==> config.mk <==
export PLATFORM = sky130hd
export DESIGN_NAME = spib_master
export DESIGN_NICKNAME = d
export VERILOG_FILES = /design/src/rtl/spib_pkg.sv /design/src/rtl/spib_clkdiv.sv /design/src/rtl/spib_shifter.sv /design/src/rtl/spib_regs.sv /design/src/rtl/spib_master.sv
export SDC_FILE = /design/constraint.sdc
export NUM_CORES = 1
export LEC_CHECK = 0
export ABC_CLOCK_PERIOD_IN_PS = 7200
export BUFFER_PORTS_ARGS = -buffer_cell sky130_fd_sc_hd__buf_2
export CAP_MARGIN = 10
export CORE_ASPECT_RATIO = 0.8
export CORE_UTILIZATION = 49
export CTS_BUF_LIST = sky130_fd_sc_hd__clkbuf_8
export CTS_CLUSTER_DIAMETER = 100
export DETAILED_ROUTE_END_ITERATION = 6
export PLACE_DENSITY = 0.7
export RECOVER_POWER = 25
export REMOVE_ABC_BUFFERS = 1
export SLEW_MARGIN = 10
export SYNTH_ARGS = -nofsm -noshare
export SYNTH_HDL_FRONTEND = slang
export SYNTH_SLANG_ARGS = --single-unit
==> constraint.sdc <==
create_clock -name clk -period 7.2 [get_ports clk]
set_input_delay 1.08 -clock clk [delete_from_list [all_inputs] [get_ports clk]]
set_output_delay 1.08 -clock clk [all_outputs]
set_load 0.005 [all_outputs]
==> src/rtl/spib_pkg.sv <==
package spib_pkg;
  localparam int DW   = 8;
  localparam int NSLV = 4;
  localparam int DIVW = 4;
  localparam int BITW = $clog2(DW);

  typedef enum logic [1:0] {
    SLOT_DATA = 2'd0,
    SLOT_CTRL = 2'd1,
    SLOT_DIV  = 2'd2,
    SLOT_SEL  = 2'd3
  } slot_e;
endpackage

==> src/rtl/spib_clkdiv.sv <==
module spib_clkdiv
  import spib_pkg::*;
#(
  parameter int W = DIVW
) (
  input  logic         clk,
  input  logic         rst_n,
  input  logic         run,
  input  logic [W-1:0] div,
  output logic         sclk,
  output logic         smp,
  output logic         bit_end
);
  logic [W:0] ratio, half, cnt_q, cnt_d;

  always_comb begin
    ratio = (div == '0) ? (W+1)'(2) : ({1'b0, div} + (W+1)'(1));
    half  = (ratio + (W+1)'(1)) >> 1;
    smp     = run && (cnt_q == half - (W+1)'(1));
    bit_end = run && (cnt_q == ratio - (W+1)'(1));
    sclk    = run && (cnt_q >= half);
    if (!run || bit_end) cnt_d = '0;
    else                 cnt_d = cnt_q + (W+1)'(1);
  end

  always_ff @(posedge clk or negedge rst_n) begin
    if (!rst_n) cnt_q <= '0;
    else        cnt_q <= cnt_d;
  end

  AST_CNT_RANGE: assert property (@(posedge clk) disable iff (!rst_n)
    run |-> (cnt_q < ratio));
endmodule

==> src/rtl/spib_shifter.sv <==
module spib_shifter
  import spib_pkg::*;
(
  input  logic          clk,
  input  logic          rst_n,
  input  logic          start,
  input  logic [DW-1:0] tx_byte,
  input  logic          smp,
  input  logic          bit_end,
  input  logic          miso_bit,
  output logic          busy,
  output logic          mosi,
  output logic          done,
  output logic [DW-1:0] rx_byte
);
  logic            busy_q, busy_d, samp_q, samp_d;
  logic [DW-1:0]   sh_q, sh_d, rx_q, rx_d;
  logic [BITW-1:0] bitn_q, bitn_d;

  always_comb begin
    busy_d = busy_q;
    samp_d = samp_q;
    sh_d   = sh_q;
    rx_d   = rx_q;
    bitn_d = bitn_q;
    done   = busy_q && bit_end && (bitn_q == BITW'(DW-1));
    if (start) begin
      busy_d = 1'b1;
      sh_d   = tx_byte;
      bitn_d = '0;
    end else if (busy_q) begin
      if (smp) samp_d = miso_bit;
      if (bit_end) begin
        sh_d   = {sh_q[DW-2:0], samp_q};
        bitn_d = bitn_q + BITW'(1);
        if (done) begin
          busy_d = 1'b0;
          rx_d   = {sh_q[DW-2:0], samp_q};
        end
      end
    end
  end

  always_ff @(posedge clk or negedge rst_n) begin
    if (!rst_n) begin
      busy_q <= 1'b0;
      samp_q <= 1'b0;
      sh_q   <= '0;
      rx_q   <= '0;
      bitn_q <= '0;
    end else begin
      busy_q <= busy_d;
      samp_q <= samp_d;
      sh_q   <= sh_d;
      rx_q   <= rx_d;
      bitn_q <= bitn_d;
    end
  end

  assign busy    = busy_q;
  assign mosi    = sh_q[DW-1];
  assign rx_byte = rx_q;

  AST_DONE_IDLE: assert property (@(posedge clk) disable iff (!rst_n)
    done |=> !busy_q);
endmodule

==> src/rtl/spib_regs.sv <==
module spib_regs
  import spib_pkg::*;
(
  input  logic            clk,
  input  logic            rst_n,
  input  logic            wr_stb,
  input  logic            rd_stb,
  input  logic [1:0]      addr,
  input  logic [DW-1:0]   wdata,
  input  logic            busy,
  input  logic            done,
  input  logic [DW-1:0]   rx_byte,
  input  logic [NSLV-1:0] dev_irq,
  output logic [DW-1:0]   rdata,
  output logic [DIVW-1:0] div,
  output logic [NSLV-1:0] sel_n,
  output logic            start,
  output logic            irq_n
);
  logic [DIVW-1:0] div_q, div_d;
  logic [NSLV-1:0] sel_q, sel_d, ien_q, ien_d;
  logic            tc_q, tc_d, tie_q, tie_d;
  logic            data_hit;

  always_comb begin
    data_hit = (wr_stb || rd_stb) && (slot_e'(addr) == SLOT_DATA);
    start    = wr_stb && (slot_e'(addr) == SLOT_DATA) && !busy;
    div_d = div_q;
    sel_d = sel_q;
    ien_d = ien_q;
    tie_d = tie_q;
    if (wr_stb) begin
      case (slot_e'(addr))
        SLOT_CTRL: tie_d = wdata[DW-1];
        SLOT_DIV:  div_d = wdata[DIVW-1:0];
        SLOT_SEL:  {ien_d, sel_d} = wdata;
        default:   ;
      endcase
    end
    if (done)          tc_d = 1'b1;
    else if (data_hit) tc_d = 1'b0;
    else               tc_d = tc_q;
  end

  always_ff @(posedge clk or negedge rst_n) begin
    if (!rst_n) begin
      div_q <= '0;
      sel_q <= '1;
      ien_q <= '0;
      tc_q  <= 1'b0;
      tie_q <= 1'b0;
    end else begin
      div_q <= div_d;
      sel_q <= sel_d;
      ien_q <= ien_d;
      tc_q  <= tc_d;
      tie_q <= tie_d;
    end
  end

  always_comb begin
    case (slot_e'(addr))
      SLOT_DATA: rdata = rx_byte;
      SLOT_CTRL: rdata = {tc_q, busy, 6'b0};
      SLOT_DIV:  rdata = {dev_irq, div_q};
      default:   rdata = {ien_q, sel_q};
    endcase
  end

  assign irq_n = !((tc_q && tie_q) || |(dev_irq & ien_q));
  assign div   = div_q;
  assign sel_n = sel_q;

  AST_TC_CLR: assert property (@(posedge clk) disable iff (!rst_n)
    (data_hit && !done) |=> !tc_q);
  AST_IRQ_TC: assert property (@(posedge clk) disable iff (!rst_n)
    (tc_q && tie_q) |-> !irq_n);
endmodule

==> src/rtl/spib_master.sv <==
module spib_master
  import spib_pkg::*;
(
  input  logic            clk,
  input  logic            rst_n,
  input  logic            bus_cs_hi,
  input  logic            bus_cs_lo_n,
  input  logic            bus_phase,
  input  logic            bus_rnw,
  input  logic [1:0]      bus_addr,
  input  logic [DW-1:0]   bus_wdata,
  output logic [DW-1:0]   bus_rdata,
  output logic            bus_rdata_oe,
  output logic            spi_sclk,
  output logic            spi_mosi,
  input  logic [NSLV-1:0] spi_miso,
  output logic [NSLV-1:0] spi_sel_n,
  input  logic [NSLV-1:0] dev_irq,
  output logic            irq_n
);
  logic [1:0]      rst_sync_q;
  logic            rst_i_n;
  logic            acc, acc_q, first, wr_stb, rd_stb;
  logic            busy, done, start, smp, bit_end, miso_bit;
  logic [DW-1:0]   rx_byte, rdata;
  logic [DIVW-1:0] div;
  logic [NSLV-1:0] sel_n;

  always_ff @(posedge clk or negedge rst_n) begin
    if (!rst_n) rst_sync_q <= '0;
    else        rst_sync_q <= {rst_sync_q[0], 1'b1};
  end
  assign rst_i_n = rst_sync_q[1];

  assign acc    = bus_cs_hi && !bus_cs_lo_n && bus_phase;
  assign first  = acc && !acc_q;
  assign wr_stb = first && !bus_rnw;
  assign rd_stb = first && bus_rnw;

  always_ff @(posedge clk or negedge rst_i_n) begin
    if (!rst_i_n) acc_q <= 1'b0;
    else          acc_q <= acc;
  end

  always_comb begin
    miso_bit = 1'b0;
    for (int i = NSLV-1; i >= 0; i--)
      if (!sel_n[i]) miso_bit = spi_miso[i];
  end

  spib_regs u_regs (
    .clk(clk), .rst_n(rst_i_n), .wr_stb(wr_stb), .rd_stb(rd_stb),
    .addr(bus_addr), .wdata(bus_wdata), .busy(busy), .done(done),
    .rx_byte(rx_byte), .dev_irq(dev_irq), .rdata(rdata), .div(div),
    .sel_n(sel_n), .start(start), .irq_n(irq_n)
  );

  spib_clkdiv u_div (
    .clk(clk), .rst_n(rst_i_n), .run(busy), .div(div),
    .sclk(spi_sclk), .smp(smp), .bit_end(bit_end)
  );

  spib_shifter u_sh (
    .clk(clk), .rst_n(rst_i_n), .start(start), .tx_byte(bus_wdata),
    .smp(smp), .bit_end(bit_end), .miso_bit(miso_bit), .busy(busy),
    .mosi(spi_mosi), .done(done), .rx_byte(rx_byte)
  );

  assign bus_rdata_oe = acc;
  assign bus_rdata    = acc ? rdata : '0;
  assign spi_sel_n    = sel_n;

  AST_SEL_HOLD: assert property (@(posedge clk) disable iff (!rst_i_n)
    !acc |=> ($stable(sel_n) && $stable(div)));
  AST_SCLK_IDLE: assert property (@(posedge clk) disable iff (!rst_i_n)
    !busy |-> !spi_sclk);
endmodule

**Word-level counts from Yosys, hierarchy flattened**

Index checks and enable logic that the tools add are counted.

- Register bits: 43
- Latch bits: 0
- Bits in writable memories: 0
- Bits in read-only memories: 0
- Input port bits: 24
- Output and inout port bits: 16
- Word-level logic and storage cells: 82
- Memories kept: 0

- Add/subtract/negate cells: 6
- $mul: 0
- Div/mod/pow operators: 0
- Order comparisons: 1
- Eq/ne operators: 6
- Shifts and indexed selects: 0
- Mux-type cells: 20
- Bitwise gates (word level): 2
- Reduce and logical (&&, ||, !) cells: 34

Operators by type and width:

| kind | number |
|---|---|
| 8-bit 2-to-1 mux | 4 |
| 8-bit one-hot mux with 3 select lines | 1 |
| 1-bit logical AND | 14 |
| 5-bit by 1-bit adder with 5-bit output, second input constant | 2 |
| 5-bit equality test | 2 |
| 1-bit 2-to-1 mux | 10 |
| 5-bit 2-to-1 mux | 2 |
| 3-bit 2-to-1 mux | 3 |
| 2-bit AND reduction | 4 |
| 2-bit nonzero test | 3 |
| 4-bit by 1-bit adder with 5-bit output, second input constant | 1 |
| 5-bit by 4-bit greater-or-equal comparator with 1-bit output | 1 |
| 1-bit logical NOT | 5 |
| 4-bit by 1-bit subtractor with 5-bit output, second input constant | 1 |
| 5-bit by 1-bit subtractor with 5-bit output, second input constant | 1 |
| 4-bit AND | 1 |
| 2-bit equality test, second input constant | 2 |
| 4-bit logical NOT | 1 |
| 4-bit AND reduction | 1 |
| 4-bit OR reduction | 1 |
| 3-bit by 1-bit adder with 3-bit output, second input constant | 1 |
| 3-bit equality test, second input constant | 1 |
| 1-bit logical OR | 3 |
| 3-bit AND reduction | 1 |
| other kinds (3) | 3 |

**Longest topological paths before layout**

Gate-level depths: netlist of the first run.

- Depth in word-level cells: 11
- Mapped depth: 12
- Mapped depth without buffers: 12

**Cells and area by module**

From an unflattened synthesis of the first run, not the netlist that was laid out.

- Cell total of the unflattened synthesis: 258
- Area, all modules: 2831.5 sq um

Modules (own cells, without submodules):

| module | times used | cells each | area an instance (sq um) | seq. area each (sq um) |
|---|---|---|---|---|
| spib_shifter | 1 | 87 | 1033.5 | 525.5 |
| spib_regs | 1 | 54 | 802.0 | 355.3 |
| spib_clkdiv | 1 | 95 | 790.8 | 125.1 |
| spib_master | 1 | 22 | 205.2 | 75.1 |

**Worst setup path after synthesis of the first run**

Ideal clock, no wire load.

- Kind: register to output
- Start point: register u_regs.div_q[0], in the netlist u_regs.div[0]
- End point: output port spi_sclk
- Arrival: 2212 ps
- Data required time: 6120 ps
- Path slack: 3908 ps
- Stages on the path, launching flop included: 11
- Buffers on the path: 0
- Cell sequence: dfrtp_1 -> inv_1 -> ha_1 -> nor2b_1 -> and3_1 -> o21a_1 -> or2_1 -> ha_1 -> nor2b_1 -> o21ai_0 -> a21boi_0

- Longest elaborated chain between the ends: 5
- Elaborated cells on any way between the ends: 6
- Those cells by class: add/sub: 2; order compare: 1; mux: 1; reduce/logical: 2

Ends and longest elaborated chain:

| item | RTL line | RTL |
|---|---|---|
| from (decl) | spib_regs.sv:20 | `logic [DIVW-1:0] div_q, div_d;` |
| from (signal assigned) | spib_regs.sv:53 | `div_q <= div_d;` |
| 4-bit by 1-bit adder with 5-bit output or 4-bit logical NOT (tied branches) | spib_clkdiv.sv:17 | `ratio = (div == '0) ? (W+1)'(2) : ({1'b0, div} + (W+1)'(1));` |
| 5-bit 2-to-1 mux * | spib_clkdiv.sv:17 |  |
| 5-bit by 1-bit adder with 5-bit output * | spib_clkdiv.sv:18 | `half = (ratio + (W+1)'(1)) >> 1;` |
| 5-bit by 4-bit greater-or-equal comparator with 1-bit output * | spib_clkdiv.sv:21 | `sclk = run && (cnt_q >= half);` |
| 1-bit logical AND * | spib_clkdiv.sv:21 |  |
| to (decl) | spib_master.sv:14 | `output logic spi_sclk,` |

Every way passes the cells marked *; elsewhere a longest branch is shown, timed or not.

**Worst setup path after layout of the first run**

Same ends and word-level chain as after synthesis.

==> results.md, run 1 <==
- Across all setup checks in the final design, the least slack found is 3.30 ns.
- Together, buffers and inverters on the worst path number 2.
- For this design the top-level I/O count stands at 40.
- Leaving out fill and tap cells, the most frequent cell in the layout is sky130_fd_sc_hd__dfrtp_1.
- The number of detailed-routing iterations run before antenna repair is 7.
- The critical path in this run is classified as reg2out.
- The pre-CTS setup slack is 3.63 ns.
- The number of global-route vias before repair was 1,801.
- The total clock buffers created by CTS is 5.
- The violation count after the first detailed-route iteration is 125.
- The final number of hold-violating endpoints is 0.
- The number of register bits inferred by synthesis is 43.
- The flow ran to the end, but the final reports show violations.
- The H-tree depth reported by CTS is 2.
- The time the final worst path needs with I/O delays and setup is a little under 4 ns.
- The net total in the final layout is between 300 and 400.
- The total negative setup slack is 0 ns.
- Counting cells, the worst reg-to-reg path comes to 12.
- The ratio of cells with drive above 1 in the final layout is about a third.
- The weighted congestion reported at the end of routability-driven placement is roughly 0.79.
- Cell internal power was estimated by the tool at 0.584 mW.
- The source-to-sink clock delay at the later pin of the worst-skew pair is approximately 0.3 ns.
- The clock sink total is 43.
- In the global route stage, overall resource usage came out at a little over a fifth.
- For this run, the top clock speed supported by timing is 0.256 GHz.
- The number of synthesized flops with an enable pin is 0.
- The floorplan step set the die height to roughly 68 µm.
- The largest clock skew in the final design is 0.00661 ns.
- In this run the power density over the cells is 310 mW/mm².
- In this run the critical register-to-register path is launched from u_regs.div[0].
- The max-slew violation total from the final report is 34.
- Of the total power, the share spent switching nets is a little under two fifths.
- The count of input and output buffers is 39.
- Global routing finished with a remaining overflow of 0.
- In the synthesized netlist, the number of instances is around 250.
- The slew at the pin closest to its max-slew limit is between 1.5 and 2 ns.
- The final reports fail on max-capacitance violations, max-slew violations.
- Each instance of the synthesized netlist takes up on average roughly 11 µm².
- The number of different library cells in the post-synthesis netlist is 58.
- Once the clock tree was built, the resizer swapped 0 gates to a different size.
- The kind of cell adding the most delay to the critical path is simple AND/OR/NAND/NOR gates.
- The average detailed-routed wire length per instance is 16.5 µm.
- The number of antenna violations at the first check in global routing is 0.
- The total vias in the final route is 2,004.
- For this block, the routed nets add up to 5.74 mm of wire.
- The sequential cell fraction of total power is 42.7%.
- The die is 84.6 µm wide.
- Total power for the finished layout comes to 0.924 mW.
- During synthesis, Yosys emitted a total of 0 warnings.
- The switching component of the power is around 0.34 mW.
- Leaving out fill and tap cells, the most frequent cells in the layout are sky130_fd_sc_hd__dfrtp_1, sky130_fd_sc_hd__buf_2, sky130_fd_sc_hd__nor2_1, sky130_fd_sc_hd__nand2b_1.
- In this run, post-CTS hold repair placed 0 buffers.
- The critical-path cell with the highest stage delay is sky130_fd_sc_hd__dfrtp_1.
- The first global-routing pass estimated 9.18 mm of wire.
- The final period utilization is 54.2%.
- The fraction of the yosys area taken by sequential cells is 40.4%.
- For the worst setup path, the data required time is 6.12 ns.
- The root buffer cell chosen for the clock tree is sky130_fd_sc_hd__clkbuf_8.
- The part of the total power dissipated in the clock network is 17.9%.
- The mapped cell area is 0.00268 mm².
- The residual DRC count is 0.
- Entering global routing, the biggest net connects 34 pins.
- The clock slew seen by the registers of the worst setup and hold paths is about 0.090 ns.
- The sort of element at the end of the critical path is an output pin.
- The post-CTS repair timing setup buffer count is 0.
- The TritonCTS clock tree is yes.
- IR analysis of the VDD net gives a maximum drop of approximately 0.15 mV.
- Measured against its own limit, the worst slew margin works out to -15.5%.
- Setup repair after global routing left no endpoint under its margin.
- The combinational fraction of design power is between 30% and 40%.
- The worst register-to-register path ends at u_sh.samp_q.
- The initial standard-cell utilization of the core is 52.3%.
- In this run the static leakage power is between 1 and 1.5 nW.
- The class of the worst hold path is reg2async.
- The final antenna diode count is 0.
- The buffer depth of the longest clock path is 2.
- The max-cap violation count is 1.
- The number of nets with antenna violations after detailed routing is 0.
- The critical path startpoint category is a flip-flop.
- The core footprint is slightly above 0.005 mm².
- The most used flip-flop cell after synthesis is sky130_fd_sc_hd__dfrtp_1.
- The arrival time of the worst setup path is 2.82 ns.
- Along the worst path, the maximum fanout reaches 8.
- After filler insertion, the fill cell instance count of the layout stands at approximately 460.
- The floorplan step defined a die boundary enclosing 0.00577 mm².
- The post-DP HPWL is 4.30 mm.
- The via density per instance is 5.76.
- Traced cell by cell, the critical path runs through inv_1 > ha_1 > nor2b_1 > and3_1 > o21a_1 > or2_1 > ha_1 > nor2b_1 > o21ai_0 > a21boi_0 > buf_2.
- Setup violations remaining at the end of the flow were counted as 0.
- For flop-to-flop paths, the worst setup slack is 4.04 ns.
- The largest incremental delay on the critical path is 0.49 ns.
- Compared with the post-synthesis result, the final layout area differs by 11.4%.
- Counting flops with an async set or reset pin after synthesis yields a share of 100%.
- The cell row count is 23.
-- per-stage QoR --
step	cells	cell area [µm²]	hold slack, ns	utilization [%]
finish	348	2980	0.149	58.2
global route	348	2980	0.193	58.2
CTS	348	2990	0.161	58.3
detailed placement	340	2890	0.154	56.4
global placement	340	2890	0.145	56.4
floorplan	238	2610	0.331	-
-- registers in the layout (all words and copies together), names as in the netlist, 2 cells and up --
signal	flops
rst_sync_q	2
u_div.cnt_q	5
u_regs.div	4
u_regs.ien_q	4
u_regs.sel_n	4
u_sh.bitn_q	3
u_sh.rx_byte	8
u_sh.sh_q	8
-- cells in the mapped netlist (2+ instances only) --
master                     count  area, µm²
sky130_fd_sc_hd__inv_1        12       45.0
sky130_fd_sc_hd__mux2_4        8        120
sky130_fd_sc_hd__and3_1        2       12.5
sky130_fd_sc_hd__xnor2_1      10       87.6
sky130_fd_sc_hd__and2_1        3       18.8
sky130_fd_sc_hd__nor3_1        3       15.0
sky130_fd_sc_hd__a22oi_1       7       52.6
sky130_fd_sc_hd__a21oi_1       2       10.0
sky130_fd_sc_hd__o221a_2       8       90.1
sky130_fd_sc_hd__buf_6         2       22.5
sky130_fd_sc_hd__dfstp_2       4        105
sky130_fd_sc_hd__ha_1         11        138
sky130_fd_sc_hd__o211ai_1      2       15.0
sky130_fd_sc_hd__clkbuf_1      9       33.8
sky130_fd_sc_hd__nand3_1       5       25.0
sky130_fd_sc_hd__o21ai_1       2       10.0
sky130_fd_sc_hd__nor2_1       19       71.3
sky130_fd_sc_hd__mux2i_1       2       20.0
sky130_fd_sc_hd__nand2_1      10       37.5
sky130_fd_sc_hd__xor2_1        4       35.0
sky130_fd_sc_hd__nand2b_1     15       93.8
sky130_fd_sc_hd__o21ai_0      13       65.1
sky130_fd_sc_hd__mux2_2       13        146
sky130_fd_sc_hd__nor2b_1       7       43.8
sky130_fd_sc_hd__nand3b_1      6       45.0
sky130_fd_sc_hd__mux4_2        2       45.0
sky130_fd_sc_hd__dfrtp_1      39        976
-- power by group through the flow --
stage          logic, mW  clock network (mW)  registers [mW]
6_report           0.364               0.165           0.394
5_1_grt            0.407               0.179           0.406
4_1_cts            0.367               0.170           0.394
3_5_place_dp       0.364                   0           0.399
3_3_place_gp       0.354                   0           0.395
2_1_floorplan      0.289                   0           0.374
-- logic make-up after synthesis --
group,share of synthesized area [%]
compound gates,15.0
simple gates,17.0
flops,40.4
buf+inv,4.39
xor+xnor,5.19
other cells,0.140
mux,12.8
fa+ha+maj,5.14
-- routing by layer --
layer  up-vias  global-route usage, %  wire (µm)
met2        60                   31.9       2580
li1        956                      -          -
met5         -                      0          0
met4         0                   6.14         45
met1       984                   31.3       2800
met3         4                   4.10        306
-- worst max-delay path by stage --
| stage | start | end | slack, ns | cells past startpoint |
|---|---|---|---|---|
| 2_1_floorplan | u_regs.div[0] | spi_sclk | 3.91 | 10 |
| 3_3_place_gp | u_regs.div[0] | spi_sclk | 3.71 | 11 |
| 3_5_place_dp | u_regs.div[0] | spi_sclk | 3.63 | 11 |
| 4_1_cts | u_regs.div[0] | spi_sclk | 3.28 | 11 |
| 5_1_grt | u_regs.div[0] | spi_sclk | 3.08 | 11 |
| 6_report | u_regs.div[0] | spi_sclk | 3.30 | 11 |
-- final cells by class --
type | count | area (µm²) | share of cell area, %
clock buffer | 6 | 82.6 | 2.77
sequential | 43 | 1080 | 36.2
tap | 62 | 77.6 | 2.60
inverter | 13 | 48.8 | 1.64
multi-input combinational | 182 | 1480 | 49.6
timing repair buffer | 40 | 198 | 6.63
clock inverter | 2 | 16.3 | 0.545
Note: power is estimated with default switching activity, not from simulation.
==> run 2, diff against run 1 <==
--- a/config.mk
+++ b/config.mk
@@ -5,7 +5,7 @@
 export SDC_FILE = /design/constraint.sdc
 export NUM_CORES = 1
 export LEC_CHECK = 0
-export ABC_CLOCK_PERIOD_IN_PS = 7200
+export ABC_CLOCK_PERIOD_IN_PS = 3900
 export BUFFER_PORTS_ARGS = -buffer_cell sky130_fd_sc_hd__buf_2
 export CAP_MARGIN = 10
 export CORE_ASPECT_RATIO = 0.8
==> constraint.sdc (replaced) <==
create_clock -name clk -period 3.9 [get_ports clk]
set_input_delay 0.585 -clock clk [delete_from_list [all_inputs] [get_ports clk]]
set_output_delay 0.585 -clock clk [all_outputs]
set_load 0.005 [all_outputs]
==> results.md, run 2 (synthesized netlist as in run 1, its figures left out) <==
- The total vias in the final route is 2,000 (-0.20%).
- The number of hold buffers added after CTS is 0 (unchanged).
- The worst setup path is of the reg2out kind.
- The clock sink total is 43 (unchanged).
- The clock tree root driver cell is sky130_fd_sc_hd__clkbuf_8.
- The sort of element at the end of the critical path is an output pin.
- The number of detailed-routing iterations run before antenna repair is 7 (unchanged).
- The total detailed-routing wirelength is 5.90 mm (+2.9%).
- The average detailed-routed wire length per instance is 16.8 µm (+2.0%).
- The via density per instance is 5.70 (-1.1%).
- The logic depth of the worst register-to-register path is 10 (-2).
- The arrival time of the worst setup path was 2.80 ns (-0.02 ns).
- The final number of hold-violating endpoints is 0 (unchanged).
- The final design area excluding fillers is 0.00302 mm² (+1.3%).
- The remaining global-route overflow is 0 (unchanged).
- The post-route non-filler standard cell count is 351 (+0.86%).
- The violation count after the first detailed-route iteration is 172 (+38%).
- Static timing analysis puts the maximum clock frequency at 0.296 GHz.
- In the layout the commonest cells are sky130_fd_sc_hd__dfrtp_1, sky130_fd_sc_hd__buf_2, sky130_fd_sc_hd__nor2_1, sky130_fd_sc_hd__nand2b_1.
- The number of nets with antenna violations after detailed routing was 0 (unchanged).
- The headroom to the max-slew limit came to -46.9% (-31 points).
- The number of global-route vias before repair was 1,881 (+4.4%).
- The total global-route track usage was 22.1% (+0.92 points).
- The core footprint is 0.00512 mm² (unchanged).
- The final count of negative-setup-slack endpoints was 0 (unchanged).
- The initial standard-cell utilization of the core is 52.3% (unchanged).
- The critical path startpoint category is a flip-flop.
- The highest net fanout along the worst path came to 8 (unchanged).
- The critical path required time is 3.31 ns (-2.81 ns).
- The source-to-sink clock delay at the later pin of the worst-skew pair is 0.29 ns (about the same).
- The startpoint of the lowest-slack register-to-register path is u_regs.div[0].
- The ratio of cells with drive above 1 in the final layout is 33.9% (+0.69 points).
- The TritonCTS clock tree is yes.
- The top-level port count is 40 (unchanged).
- The clock slew seen by the registers of the worst setup and hold paths was 0.08 ns (about the same).
- The slew at the pin closest to its max-slew limit is 2.20 ns (+0.470 ns).
- The global-route wire length before repair was 9.65 mm (+5.1%).
- The die boundary height is 68.1 µm (unchanged).
- The final reports fail on max-capacitance violations, max-slew violations.
- The max-cap violation count is 1 (unchanged).
- The H-tree depth reported by CTS is 2 (unchanged).
- The tightest min-delay check is of the in2async type.
- The reg-to-reg endpoint is u_sh.samp_q.
- The cell row count came to 23 (unchanged).
- The final period utilization is slightly below 90%.
- The static leakage power is 1.38 nW (+1.6%).
- The run finished, with violations left.
- The post-DP HPWL is 4.30 mm (about the same).
- The largest clock skew in the final design was 0.00168 ns (-0.00494 ns).
- The area of the die is 0.00577 mm² (unchanged).
- The buffer depth of the longest clock path is 2 (unchanged).
- The area used by multi-input combinational logic is 0.00148 mm² (unchanged).
- Setup repair after global routing left no endpoint under its margin.
- The area of placed instances is 0.00291 mm² (+0.78%).
- The maximum number of pins on one net before global-route repair came to 42 (+24%).
- The weighted congestion reported at the end of routability-driven placement was 0.905 (+14%).
- The area occupied by registers was 0.00108 mm² (unchanged).
- The die extent in x is 84.6 µm (unchanged).
- The peak ir drop on the vdd network is 0.319 mV (+120%).
- The net total in the final layout is 323 (+0.94%).
- The most common library cell in the layout ignoring fill and taps is sky130_fd_sc_hd__dfrtp_1.
- The cell count after placement is 343 (+0.88%).
- Compared with the post-synthesis result, the final layout area differs by 12.9%.
- The total negative setup slack was 0 ns (unchanged).
- The number of resized instances in the post-cts repair step is 0 (unchanged).
- The total clock buffers created by CTS is 5 (unchanged).
- The max-slew violation total from the final report was 42 (+24%).
- The count of input and output buffers is 39 (unchanged).
- The number of antenna violations at the first check in global routing was 0 (unchanged).
- The residual DRC count is 0 (unchanged).
- The final antenna diode count is 0 (unchanged).
- Counting I/O delays and the setup requirement, the final critical path takes 3.38 ns.
- The slack of the worst reg-to-reg path is 0.85 ns (-3.19 ns).
- The number of fill cells in the layout is 430 (-6.7%).
- The total power per unit cell area is 585 mW/mm² (+89%).
- The post-CTS repair timing setup buffer count is 0 (unchanged).
==> run 2: cell types whose count changed in the layout (fill, tap and decap cells not counted) <==
cell                        before  now
sky130_fd_sc_hd__clkinv_4        1    0
sky130_fd_sc_hd__inv_6           0    1
sky130_fd_sc_hd__clkbuf_8        6    5
sky130_fd_sc_hd__buf_4           0    3
sky130_fd_sc_hd__bufinv_16       0    1
==> run 2: metal layers <==
| metal | vias to the layer above | share of wire, % | GRT usage [%] | wire length (µm) |
|---|---|---|---|---|
| met1 | 970 | 50 | 33.3 | 2960 |
| li1 | 961 | - | - | - |
| met2 | 60 | 44 | 32.6 | 2570 |
| met4 | 0 | 0.97 | 5.93 | 57 |
| met3 | 9 | 5.2 | 4.34 | 309 |
| met5 | - | 0 | 0 | 0 |
==> run 2: stage by stage <==
step,worst slack (ns),hold WS [ns],power [mW],utilization [%]
after floorplan,1.10,0.289,1.22,-
after global placement,0.905,0.330,1.40,56.8
after detailed placement,0.839,0.332,1.42,56.8
after CTS,0.516,0.0464,1.78,59.1
after global routing,0.329,0.0462,1.90,59.0
final,0.517,0.0575,1.77,59.0
==> run 2: layout make-up <==
type | count | area share, %
timing repair buffer | 43 | 7.29
clock inverter | 3 | 1.53
inverter | 13 | 1.61
clock buffer | 5 | 2.28
sequential | 43 | 35.8
multi-input combinational | 182 | 48.9
tap | 62 | 2.57
==> run 2: where the power goes <==
group	internal [mW]	switching, mW
registers	0.580	0.143
logic	0.357	0.334
clock network	0.193	0.161
total	1.13	0.638
==> run 2: worst max-delay path by stage <==
| stage | cells after the start | to | slack, ns | from |
|---|---|---|---|---|
| after global placement | 11 | spi_sclk | 0.90 | u_regs.div[0] |
| after global routing | 11 | spi_sclk | 0.33 | u_regs.div[0] |
| after floorplan | 10 | spi_sclk | 1.10 | u_regs.div[0] |
| final | 11 | spi_sclk | 0.52 | u_regs.div[0] |
| after CTS | 11 | spi_sclk | 0.52 | u_regs.div[0] |
| after detailed placement | 11 | spi_sclk | 0.84 | u_regs.div[0] |
==> run 2: critical path: stages, from the launching register on <==
cell and delay (ns):
sky130_fd_sc_hd__dfrtp_1 0.48, sky130_fd_sc_hd__inv_1 0.13, sky130_fd_sc_hd__ha_1 0.34, sky130_fd_sc_hd__nor2b_1 0.16, sky130_fd_sc_hd__and3_1 0.20, sky130_fd_sc_hd__o21a_1 0.19, sky130_fd_sc_hd__or2_1 0.26, sky130_fd_sc_hd__ha_1 0.29
sky130_fd_sc_hd__nor2b_1 0.12, sky130_fd_sc_hd__o21ai_0 0.13, sky130_fd_sc_hd__a21boi_0 0.09, sky130_fd_sc_hd__buf_2 0.13
